===== config.mk =====
export PLATFORM = sky130hd
export DESIGN_NAME = wpu_top
export DESIGN_NICKNAME = d
export VERILOG_FILES = /design/src/rtl/wpu_pkg.sv /design/src/rtl/wpu_ctrl.sv /design/src/rtl/wpu_datapath.sv /design/src/rtl/wpu_top.sv
export SDC_FILE = /design/constraint.sdc
export NUM_CORES = 2
export LEC_CHECK = 0
export BUFFER_PORTS_ARGS = -buffer_cell sky130_fd_sc_hd__buf_2
export CAP_MARGIN = 40
export CORE_MARGIN = 2
export CORE_UTILIZATION = 45
export DETAILED_ROUTE_END_ITERATION = 10
export PLACE_DENSITY = 0.71
export SLEW_MARGIN = 20
export SYNTH_ARGS = -nofsm -noshare
export SYNTH_HDL_FRONTEND = slang
export SYNTH_SLANG_ARGS = --single-unit

===== constraint.sdc =====
create_clock -name clk -period 3.78 [get_ports clk]
set_input_delay 0.756 -clock clk [delete_from_list [all_inputs] [get_ports clk]]
set_output_delay 0.756 -clock clk [all_outputs]
set_load 0.01 [all_outputs]

===== src/rtl/wpu_pkg.sv =====
package wpu_pkg;
  localparam int WPU_IF_CMPS  = 4;
  localparam int WPU_LS_PAIRS = 2;
  localparam int WPU_CMPS     = WPU_IF_CMPS + 2 * WPU_LS_PAIRS;
  localparam int WPU_WPS      = WPU_IF_CMPS + WPU_LS_PAIRS;
  localparam int WPU_IDX_W    = 3;
  localparam int WPU_ADDR_W   = WPU_IDX_W + 2;

  typedef enum logic [1:0] {
    CND_EQ = 2'd0,
    CND_NE = 2'd1,
    CND_LT = 2'd2,
    CND_GT = 2'd3
  } wpuCond_e;

  typedef enum logic [1:0] {
    RGN_VALUE = 2'd0,
    RGN_COND  = 2'd1,
    RGN_CTRL  = 2'd2,
    RGN_NONE  = 2'd3
  } wpuRegion_e;

  typedef struct packed {
    logic [WPU_CMPS-1:0] valWr;
    logic [WPU_CMPS-1:0] condWr;
    logic [WPU_WPS-1:0]  ctlWr;
  } wpuStrobe_t;
endpackage


===== src/rtl/wpu_ctrl.sv =====
module wpu_ctrl
  import wpu_pkg::*;
#(
  parameter int CNT_W = 16
) (
  input  logic                            clk,
  input  logic                            rstN,
  input  logic                            cfgWe,
  input  logic [WPU_ADDR_W-1:0]           cfgAddr,
  input  logic [WPU_WPS-1:0]              watch,
  input  logic [WPU_WPS-1:0][CNT_W-1:0]   cntLimit,
  output wpuStrobe_t                      strobe,
  output logic [WPU_WPS-1:0]              brk
);
  localparam int SUM_W = CNT_W + 1;

  logic [WPU_IDX_W-1:0] regIdx;
  wpuRegion_e           region;
  logic [WPU_WPS-1:0]   clr;

  assign regIdx = cfgAddr[WPU_IDX_W-1:0];
  assign region = wpuRegion_e'(cfgAddr[WPU_ADDR_W-1 -: 2]);

  // Turn one register write into per-register strobes
  always_comb begin
    strobe = '0;
    if (cfgWe) begin
      unique case (region)
        RGN_VALUE: if (int'(regIdx) < WPU_CMPS) strobe.valWr[regIdx] = 1'b1;
        RGN_COND:  if (int'(regIdx) < WPU_CMPS) strobe.condWr[regIdx] = 1'b1;
        RGN_CTRL:  if (int'(regIdx) < WPU_WPS)  strobe.ctlWr[regIdx] = 1'b1;
        default: ;
      endcase
    end
  end

  // A watchpoint's first comparator has the watchpoint's own index;
  // a load/store watchpoint also uses the data comparator WPU_LS_PAIRS above it
  for (genvar w = 0; w < WPU_WPS; w++) begin : g_evt
    logic [CNT_W-1:0] evCnt;
    logic             reached;

    if (w < WPU_IF_CMPS) begin : g_if
      assign clr[w] = strobe.ctlWr[w] | strobe.valWr[w] | strobe.condWr[w];
    end else begin : g_ls
      assign clr[w] = strobe.ctlWr[w] | strobe.valWr[w] | strobe.condWr[w]
                    | strobe.valWr[w + WPU_LS_PAIRS] | strobe.condWr[w + WPU_LS_PAIRS];
    end

    assign reached = ({1'b0, evCnt} + SUM_W'(1)) >= {1'b0, cntLimit[w]};
    assign brk[w]  = watch[w] & reached;

    always_ff @(posedge clk) begin
      if (!rstN)         evCnt <= '0;
      else if (clr[w])   evCnt <= '0;
      else if (watch[w]) evCnt <= reached ? '0 : evCnt + 1'b1;
    end
  end
endmodule


===== src/rtl/wpu_datapath.sv =====
module wpu_datapath
  import wpu_pkg::*;
#(
  parameter int DATA_W = 32,
  parameter int CNT_W  = 16
) (
  input  logic                            clk,
  input  logic                            rstN,
  input  wpuStrobe_t                      strobe,
  input  logic [DATA_W-1:0]               cfgData,
  input  logic                            ifValid,
  input  logic [DATA_W-1:0]               ifAddr,
  input  logic                            lsValid,
  input  logic [DATA_W-1:0]               lsAddr,
  input  logic [DATA_W-1:0]               lsData,
  output logic [WPU_WPS-1:0]              watch,
  output logic [WPU_WPS-1:0][CNT_W-1:0]   cntLimit,
  output logic [WPU_WPS-1:0]              wpEnable
);
  localparam int EN_BIT = CNT_W;

  logic [WPU_CMPS-1:0] hit;
  logic [WPU_WPS-1:0]  wpRaw;

  for (genvar i = 0; i < WPU_CMPS; i++) begin : g_cmp
    logic [DATA_W-1:0] busVal;
    logic              busOn;
    logic [DATA_W-1:0] refVal;
    wpuCond_e          cond;
    logic              match;

    if (i < WPU_IF_CMPS) begin : g_ifBus
      assign busVal = ifAddr;
      assign busOn  = ifValid;
    end else if (i < WPU_IF_CMPS + WPU_LS_PAIRS) begin : g_lsAddrBus
      assign busVal = lsAddr;
      assign busOn  = lsValid;
    end else begin : g_lsDataBus
      assign busVal = lsData;
      assign busOn  = lsValid;
    end

    always_ff @(posedge clk) begin
      if (!rstN) begin
        refVal <= '0;
        cond   <= CND_EQ;
      end else begin
        if (strobe.valWr[i])  refVal <= cfgData;
        if (strobe.condWr[i]) cond   <= wpuCond_e'(cfgData[1:0]);
      end
    end

    always_comb begin
      unique case (cond)
        CND_EQ:  match = (busVal == refVal);
        CND_NE:  match = (busVal != refVal);
        CND_LT:  match = (busVal <  refVal);
        default: match = (busVal >  refVal);
      endcase
    end

    assign hit[i] = busOn & match;
  end

  for (genvar w = 0; w < WPU_WPS; w++) begin : g_wp
    logic [CNT_W-1:0] limReg;
    logic             enReg;

    if (w < WPU_IF_CMPS) begin : g_single
      assign wpRaw[w] = hit[w];
    end else begin : g_pair
      assign wpRaw[w] = hit[w] & hit[w + WPU_LS_PAIRS];
    end

    always_ff @(posedge clk) begin
      if (!rstN) begin
        limReg <= '0;
        enReg  <= 1'b0;
      end else if (strobe.ctlWr[w]) begin
        limReg <= cfgData[CNT_W-1:0];
        enReg  <= cfgData[EN_BIT];
      end
    end

    assign cntLimit[w] = limReg;
    assign wpEnable[w] = enReg;
  end

  always_ff @(posedge clk) begin
    if (!rstN) watch <= '0;
    else       watch <= wpRaw & wpEnable;
  end
endmodule


===== src/rtl/wpu_top.sv =====
module wpu_top
  import wpu_pkg::*;
#(
  parameter int DATA_W = 32,
  parameter int CNT_W  = 16
) (
  input  logic                  clk,
  input  logic                  rstN,
  input  logic                  cfgWe,
  input  logic [WPU_ADDR_W-1:0] cfgAddr,
  input  logic [DATA_W-1:0]     cfgData,
  input  logic                  ifValid,
  input  logic [DATA_W-1:0]     ifAddr,
  input  logic                  lsValid,
  input  logic [DATA_W-1:0]     lsAddr,
  input  logic [DATA_W-1:0]     lsData,
  output logic [WPU_WPS-1:0]    watchOut,
  output logic [WPU_WPS-1:0]    brkOut
);
  wpuStrobe_t                    strobe;
  logic [WPU_WPS-1:0][CNT_W-1:0] cntLimit;
  logic [WPU_WPS-1:0]            wpEnable;

  wpu_datapath #(.DATA_W(DATA_W), .CNT_W(CNT_W)) u_dp (
    .clk(clk), .rstN(rstN), .strobe(strobe), .cfgData(cfgData),
    .ifValid(ifValid), .ifAddr(ifAddr), .lsValid(lsValid),
    .lsAddr(lsAddr), .lsData(lsData),
    .watch(watchOut), .cntLimit(cntLimit), .wpEnable(wpEnable)
  );

  wpu_ctrl #(.CNT_W(CNT_W)) u_ctrl (
    .clk(clk), .rstN(rstN), .cfgWe(cfgWe), .cfgAddr(cfgAddr),
    .watch(watchOut), .cntLimit(cntLimit), .strobe(strobe), .brk(brkOut)
  );
endmodule


==> impl_metrics.csv <==
group,metric,value,unit
route,via_per_inst,5.34,
global_route,grt_overflow,0,
pwr,p_sw,2.80,mW
floorplanning,fp-row-count,91,
global_route,grt.total_usage,0.246,
cts,root_buffer,"clkbuf_16",
setup_path,critPathMaxStageDelay,0.37,ns
finish,syn2layout_area_growth,16.2,%
status,violations,"setup timing",
placement,port_buffers,149,
cts,clkLatencyLatePin,0.61,ns
setup_path,crit_start,"u_ctrl.g_evt[5].evCnt[1]",
sta,fin_crit,4.06,ns
logic_synthesis,synth-simple-area-share,0.221,
logic_synthesis,synth_compound_area_frac,0.147,
sta,slew_violations,0,
logic_synthesis,synth.area.top_cells,"dfxtp_1 (34%), ha_1 (16%), nand2_1 (13%)",
status,status,"complete, but fails checks",
pwr,p_int,8.71,mW
logic_synthesis,syn_inst,3666,
route,first_iter_violations,1895,
route,wl_per_cell,16.8,um
setup_path,critPathRequiredTime,3.02,ns
global_route,grt_pass1_wl,127,mm
logic_synthesis,synth-edff-count,0,
floorplanning,start_util,0.455,
pwr,seqPwrFrac,0.438,
sta,rsz0062_at_grt,"yes",
global_route,antenna_found_initial,16,
sta,hold_viol_final,0,
cts,htreeDepth,2,
setup_path,critPathLaunchType,"flop",
route,remaining_drc_errors,0,
finish,drive_above_1_share,0.142,
setup_path,critPathMaxFanout,3,
setup_path,endpoint_kind,"primary output",
finish,seq_area,9640,um^2
setup_path,r2r-end,"u_ctrl.g_evt[1].evCnt[11]",
finish,final_cell_mix,"nand2_1 (927), a21oi_1 (495), dfxtp_1 (426)",
logic_synthesis,synth_top_cell_by_area,"dfxtp_1",
logic_synthesis,synthMuxAreaShare,0.00214,
logic_synthesis,synth_fa_ha_area_frac,0.160,
logic_synthesis,synthArstFlopShare,0,
route,detail-route-antenna-nets,0,
worst_hold_path,hold_class,"flop to flop",
finish,post-route-util,0.529,
floorplanning,core,61700,um^2
placement,dp.cells,4537,
setup_path,arrival,3.31,ns
flow_run,maxCapViolCount,0,
setup_path,cpMaxStageDelayCell,"dfxtp_4",
worst_hold_path,worstHoldEndpoint,"u_dp.g_cmp[3].refVal[25]",
setup_path,worstPathCellList,"ha_4 > nand3_4 > nor4_4 > and3_4 > nand3_1 > xnor2_1 > ha_1 > or3_1 > o21ai_2 > a21oi_1 > a211oi_2 > nor2_1 > o21a_1 > buf_2",
setup_path,r2r_slack,0.28,ns
logic_synthesis,synth_top_family_by_area,"simple AND/OR/NAND/NOR gates",
logic_synthesis,synth_cell_type_count,81,
route,wl,79.4,mm
logic_synthesis,synth_top_area_frac,0.339,
worst_hold_path,holdCritStartpoint,"u_dp.g_cmp[3].refVal[25]",
sta,finClkSkew,0.0212,ns
logic_synthesis,synth.avg_cell_area,7.66,um^2
cts,clockBufferDepth,3,
setup_path,worstSetupPathType,"flop to primary output",
logic_synthesis,yosysWarningCount,0,
pwr,power_density,353,nW/um^2
sta,fmax,246,MHz
logic_synthesis,synthXorXnorAreaFrac,0.0540,
placement,dp_hpwl,53.4,mm
cts,cts_tree,"done",
floorplanning,die_w,254,um
finish,fin_cells,4719,
sta,setup_viol,4,
worst_hold_path,min_path_cells,2,
floorplanning,ios,150,
logic_synthesis,synth_ff_type,"dfxtp_1",
pwr,p_sw_frac,0.243,
pwr,p_leak,12.5,nW
cts,cts_buffers,52,
logic_synthesis,yosysSeqAreaShare,0.339,
pwr,ir_drop,0.376,mV
logic_synthesis,synth.net_count,4162,
sta,fin_tns_setup,-0.625,ns
logic_synthesis,synth_area,28100,um^2
placement,gp_congestion,0.878,
setup_path,r2r_start,"u_ctrl.g_evt[1].evCnt[1]",
finish,fin_nets,4330,
finish,final_common_cell,"nand2_1",
sta,finalCritPeriodShare,1.08,
sta,relSlewSlack,0.437,
pwr,p_total,11.5,mW
sta,tightest_slew,0.843,ns
pwr,p_clk_frac,0.484,
finish,multi_input_area,16800,um^2
finish,nFillCells,5898,
global_route,grt_max_degree,135,
route,vias,25189,
logic_synthesis,ys_ff_latch,476,
floorplanning,die_y,254,um
floorplanning,dieArea,64400,um^2
global_route,grt_pass1_vias,24410,
cts,cts_sinks,476,
pwr,pwr-share-comb,0.077,
cts,clk_pin_slew,0.06,ns
route,firstDrtPassIters,5,
sta,fin_ws,-0.284,ns
setup_path,worst-r2r-cell-count,21,
placement,preCtsSetupSlack,-0.0176,ns
## synthesized netlist by cell type, drive strengths merged (8+ instances only)
cell / count
ha: 358
nor2: 136
nand2b: 11
clkbuf: 138
nand4: 97
nand2: 938
a21oi: 497
xor2: 120
dfxtp: 476
o21ai: 51
nor3: 45
nor2b: 18
and2: 8
o211ai: 19
buf: 47
o21a: 9
nor4: 29
a211oi: 33
and3: 18
xnor2: 53
nand3: 60
nor3b: 8
a21o: 57
inv: 351
## sequential cells by signal, summed over array words and instances (netlist names)
register and flops:
u_dp.g_cmp.refVal 256, u_dp.watch 6, u_dp.g_wp.limReg 96, u_ctrl.g_evt.evCnt 96, u_dp.g_cmp.cond 16, u_dp.g_wp.enReg 6
## routing by layer
layer	wire [um]	GRT usage
met1	34900	0.314
met5	84	0
met4	2420	0.0871
met3	4900	0.0372
met2	37100	0.421
## per-stage QoR
step                area, um^2  hold slack (ns)
finish                   32600            0.452
CTS                      32400            0.454
detailed placement       29600            0.446
floorplan                28100            0.427
global route             32600            0.468
global placement         29600            0.442
## power by group through the flow
| stage | clock (mW) | combinational (mW) | sequential (mW) |
|---|---|---|---|
| after detailed placement | 0 | 0.859 | 5.17 |
| after global routing | 5.84 | 0.986 | 5.05 |
| after CTS | 5.64 | 0.875 | 5.05 |
| final | 5.58 | 0.890 | 5.05 |
| after floorplan | 0 | 0.515 | 5.17 |
| after global placement | 0 | 0.842 | 5.17 |
## how the worst max path moves through the flow
stage                      to  depth (start not counted)
finish              brkOut[5]                         14
global route        brkOut[5]                         14
CTS                 brkOut[5]                         13
detailed placement  brkOut[5]                         14
global placement    brkOut[5]                         14
floorplan           brkOut[0]                         14
## kinds of logic (layout without fill, tap and decap cells)
group / after synthesis / in the layout
AOI/OAI and AO/OA: 721 / 721
buffers and inverters: 537 / 748
other: 0 / 5
adders and majority gates: 358 / 358
xor gates and xnor gates: 173 / 173
and+or+nand+nor: 1395 / 1395
DFF: 476 / 476
muxes: 6 / 6
## area by class of cell
class	count	area share
timing repair buffer	299	0.0585
clock buffer	72	0.0459
antenna	5	0.000383
tap	837	0.0321
sequential	476	0.295
clock inverter	25	0.0112
multi-input combinational	2653	0.516
inverter	352	0.0407
## timing repair
| action | CTS | global route |
|---|---|---|
| endpoints found under the hold margin | 0 | 0 |
| hold buffers | 0 | 0 |
| gates resized for setup | 146 | 21 |
| endpoints found under the setup margin | 6 | 22 |
| cloned | 0 | 0 |
| pin swaps | 75 | 32 |
| setup buffers | 67 | 17 |
## worst max-delay path: cells and delay by family (launching register included)
kind | cells | cell delay (ns)
compound gates | 4 | 0.53
flops | 1 | 0.37
simple gates | 6 | 1.13
xor+xnor | 1 | 0.16
buf+inv | 1 | 0.13
fa+ha+maj | 2 | 0.37
Power figures use the tool's default switching activity.
